==> src/rtl/freq_word_rx_pkg.sv <==
package freq_word_rx_pkg;
  typedef enum logic [1:0] {
    MODE_LOW  = 2'b00,
    MODE_MID  = 2'b01,
    MODE_HIGH = 2'b10,
    MODE_HI2  = 2'b11
  } mode_e;
endpackage

==> src/rtl/fwr_sync.sv <==
module fwr_sync #(
  parameter int W = 3
) (
  input  logic         clk,
  input  logic         rst,
  input  logic [W-1:0] d_i,
  output logic [W-1:0] lvl_o,
  output logic [W-1:0] prev_o
);
  logic [W-1:0] s1, s2, s3;
  always_ff @(posedge clk) begin
    if (rst) begin
      s1 <= '0;
      s2 <= '0;
      s3 <= '0;
    end else begin
      s1 <= d_i;
      s2 <= s1;
      s3 <= s2;
    end
  end
  assign lvl_o  = s2;
  assign prev_o = s3;
endmodule

==> src/rtl/fwr_shift.sv <==
module fwr_shift #(
  parameter int W = 16
) (
  input  logic         clk,
  input  logic         rst,
  input  logic         en_i,
  input  logic         bit_i,
  output logic [W-1:0] q_o,
  output logic         zero_o
);
  logic [W-1:0] q;
  always_ff @(posedge clk) begin
    if (rst)       q <= '0;
    else if (en_i) q <= {bit_i, q[W-1:1]};
  end
  assign q_o    = q;
  assign zero_o = (q == '0);
endmodule

==> src/rtl/fwr_mode.sv <==
module fwr_mode
  import freq_word_rx_pkg::*;
(
  input  logic [1:0] mode_i,
  input  logic       zero_i,
  input  logic       lat_i,
  output logic       pd_o,
  output logic       inh_o
);
  logic armed;
  assign armed = zero_i & lat_i;
  always_comb begin
    pd_o  = 1'b0;
    inh_o = 1'b0;
    case (mode_e'(mode_i))
      MODE_LOW:  pd_o  = 1'b1;
      MODE_MID:  inh_o = armed;
      default:   pd_o  = armed;
    endcase
  end
endmodule

==> src/rtl/freq_word_rx.sv <==
module freq_word_rx #(
  parameter int WORD_W = 16
) (
  input  logic              clk,
  input  logic              rst,
  input  logic              ser_clk_i,
  input  logic              ser_dat_i,
  input  logic              ser_lat_i,
  input  logic [1:0]        mode_i,
  output logic [WORD_W-1:0] freq_inc_o,
  output logic              pwr_dn_o,
  output logic              inh_req_o
);
  localparam int NSYNC = 3;
  localparam int IDX_CLK = 0;
  localparam int IDX_DAT = 1;
  localparam int IDX_LAT = 2;

  logic [NSYNC-1:0] lvl, prev;
  logic             sck_rise, lat_fall, zero, pd_nxt, inh_nxt;
  logic [WORD_W-1:0] shreg;

  fwr_sync #(.W(NSYNC)) u_sync (
    .clk(clk), .rst(rst),
    .d_i({ser_lat_i, ser_dat_i, ser_clk_i}),
    .lvl_o(lvl), .prev_o(prev)
  );

  assign sck_rise = lvl[IDX_CLK] & ~prev[IDX_CLK];
  assign lat_fall = ~lvl[IDX_LAT] & prev[IDX_LAT];

  fwr_shift #(.W(WORD_W)) u_shift (
    .clk(clk), .rst(rst), .en_i(sck_rise), .bit_i(lvl[IDX_DAT]),
    .q_o(shreg), .zero_o(zero)
  );

  fwr_mode u_mode (
    .mode_i(mode_i), .zero_i(zero), .lat_i(lvl[IDX_LAT]),
    .pd_o(pd_nxt), .inh_o(inh_nxt)
  );

  always_ff @(posedge clk) begin
    if (rst) begin
      freq_inc_o <= '0;
      pwr_dn_o   <= 1'b0;
      inh_req_o  <= 1'b0;
    end else begin
      if (lat_fall) freq_inc_o <= shreg;
      pwr_dn_o  <= pd_nxt;
      inh_req_o <= inh_nxt;
    end
  end
endmodule

==> config.mk <==
export PLATFORM = sky130hd
export DESIGN_NAME = freq_word_rx
export DESIGN_NICKNAME = d
export VERILOG_FILES = /design/src/rtl/freq_word_rx_pkg.sv /design/src/rtl/fwr_sync.sv /design/src/rtl/fwr_shift.sv /design/src/rtl/fwr_mode.sv /design/src/rtl/freq_word_rx.sv
export SDC_FILE = /design/constraint.sdc
export NUM_CORES = 1
export LEC_CHECK = 0
export BUFFER_PORTS_ARGS = -buffer_cell sky130_fd_sc_hd__buf_2
export CORE_AREA = 5 5 52 77
export DETAILED_ROUTE_END_ITERATION = 10
export DIE_AREA = 0 0 57 82
export PLACE_DENSITY = 0.82
export RECOVER_POWER = 50
export SLEW_MARGIN = 10
export SYNTH_ARGS = -nofsm -noshare
export SYNTH_HDL_FRONTEND = slang
export SYNTH_HIERARCHICAL = 1
export SYNTH_SLANG_ARGS = --single-unit
export TNS_END_PERCENT = 20
==> constraint.sdc <==
create_clock -name clk -period 3.55 [get_ports clk]
set_clock_uncertainty 0.2 [all_clocks]
set_input_delay 0.1775 -clock clk [delete_from_list [all_inputs] [get_ports clk]]
set_output_delay 0.1775 -clock clk [all_outputs]
set_load 0.05 [all_outputs]
==> summary.txt <==
Routing
  – Final WL: 3179 µm
  – DRT Pass-1 Iters: 4
  – Routed len/inst: 14.52 µm
  – Initial DRC count: 51
  – Via count: 1183
  – Routed Antenna Nets: 0
  – Via density: 5.402
  – Drt drc: 0

Floorplanning
  – Initial core utilization: 50.38%
  – FP Rows: 26
  – Core area: 3318 µm²
  – Chip width: 57 µm
  – I/O pins: 25
  – Die area: 4674 µm²
  – Die height: 82 µm

GRT
  – Total global-route track usage: 14.63%
  – Initial antenna violation count: 0
  – Vias in the first global route: 1161
  – First-pass GRT wire length: 5292 µm
  – Total gr overflow: 0
  – Largest net degree at the start of global routing: 59

Yosys
  – Syn_nets: 159
  – Ys Warns: 6
  – Mapped cell area: 1672 µm²
  – Mapped Cells: 152
  – Synth Area per Inst: 11.00 µm²

Power and ir drop
  – Logic pwr share: 4.3%
  – Switching power share of the total: 19.61%
  – Sequential Power Share: 53.6%
  – P_leak: 0.6586 nW
  – Pwr Density: 473.7 nW/µm²
  – Switching pwr: 0.0001756 W
  – Power share of the clock group: 42.1%
  – Maximum vdd ir drop: 0.4835 mV
  – Internal power: 0.0007200 W

Place
  – Routability cong.: 0.7445
  – Post-DP HPWL: 2091 µm
  – Placed cell count: 209
  – IO Port Bufs: 24
  – Area post-placement: 1772 µm²

Clocking
  – TritonCTS clock tree: yes
  – Clock root buffer master: clkbuf_8
  – Clock buffer depth: 2
  – TritonCTS Buffers: 5
  – Latest clock arrival within the worst-skew pair: 290 ps
  – Post-CTS Hold Buffers: 3
  – Post-CTS Resized: 0
  – Clock Sinks: 42
  – Setup bufs post-CTS: 0
  – H-tree Lvls: 2
  – Clock-pin slew on the worst setup and hold paths: 80 ps

Final layout
  – Final Core Density: 56.98%
  – Layout cells sized above 1: 13.56%
  – Post-Layout Cell Count: 219
  – Fillers: 309
  – Final instance area: 1891 µm²
  – Antenna diodes: 0
  – Area Growth Syn to Fin: 13.10%
  – Final net count: 184

Setup path
  – CP cell instances: clkbuf_1, nand4bb_1, o21ai_0
  – CP max stage delay: 1360 ps
  – WP buf/inv: 1
  – Worst endpoint required time: 3520 ps
  – Kind of critical path: in -> reg
  – Crit path arrival time: 1940 ps
  – CP Max Fanout: 58
  – Critical Path End Type: flip-flop
  – CP delay by family, top: buffers and inverters
  – CP max stage cell: clkbuf_1
  – Flop-to-flop setup slack: 1970 ps
  – Critical path startpoint category: input port

Timing
  – Setup-failing EPs final: 0
  – Final Cycle Share: 55.52%
  – Slew Viols, Final: 59
  – Actual slew at the worst max-slew pin: 1929 ps
  – Final setup TNS: 0 ps
  – Hold Vio Cnt, Final: 0
  – RSZ-0062 raised after global routing: false
  – Max Clk Rate: 507.3 MHz
  – Normalized max-slew margin: -28.60%
  – Final critical-path required period: 1971 ps

Hold path
  – Hold Path Class: in -> reg

Outcome
  – Failing checks: max-capacitance violations, max-slew violations
  – Outcome: finished with violations

Job
  – Max-Cap Viols: 1
-- final timing paths --
kind	depth (start not counted)	to	start
min	3	pwr_dn_o	mode_i[0]
max	3	freq_inc_o[15]	rst
min reg2reg	1	u_sync/lvl_o[0]	u_sync/s1[0]
max reg2reg	2	freq_inc_o[15]	u_sync/prev_o[2]
-- registers in the layout, summed over array words and instances (netlist names) --
register and flops:
u_sync/s1 3, u_sync/prev_o 2, u_sync/lvl_o 3, freq_inc_o 16, pwr_dn_o 1, inh_req_o 1, u_shift/q_o 16
-- worst reg2reg max path: cells and delay by family, from the launching register on --
kind            cells  cell delay, ps
compound gates      1             150
flops               1             690
simple gates        1             420
-- stage by stage --
stage | worst slack [ps] | hold slack [ps] | total power, W
after global routing | 1365 | 15.39 | 0.0009279
after global placement | 1976 | 185.9 | 0.0005256
after CTS | 1923 | 12.97 | 0.0009056
final | 1579 | 28.23 | 0.0008956
after floorplan | 2260 | 49.11 | 0.0005208
after detailed placement | 1934 | 191.8 | 0.0005268
-- cell type report --
type / count / area (µm²) / area share, %
clock buffers: 6 / 82.58 / 4.368
clock inverters: 1 / 30.03 / 1.588
multi-input cells: 100 / 750.7 / 39.71
flip-flops and latches: 42 / 840.8 / 44.47
well taps: 42 / 52.55 / 2.780
repair buffers: 28 / 133.9 / 7.081
-- placed cells by master (no fill, tap or decap), drive strengths merged --
cell         instances
nand2b              16
and2b                1
and4b                1
o21ai               17
bufinv               1
mux2i               16
nor2                16
dfxtp               42
nor4                 4
clkbuf              25
and4                 1
buf                  6
nand3                1
nor2b               11
dlygate4sd3          3
nand4bb             16
-- metal layers --
metal	GRT usage [%]	part of all wire [%]	vias up
met3	4.874	5.3	10
met1	15.81	41	557
met4	5.568	2.0	0
met2	26.20	52	31
li1	-	-	585
met5	0	0	-
-- power by group through the flow --
| stage | sequential (W) | clock [W] | combinational [W] |
|---|---|---|---|
| 4_1_cts | 0.000480 | 0.000388 | 0.0000383 |
| 5_1_grt | 0.000481 | 0.000406 | 0.0000414 |
| 3_3_place_gp | 0.000491 | 0 | 0.0000349 |
| 2_1_floorplan | 0.000491 | 0 | 0.0000300 |
| 3_5_place_dp | 0.000491 | 0 | 0.0000359 |
| 6_report | 0.000480 | 0.000377 | 0.0000384 |
(Power assumes the default switching activity.)
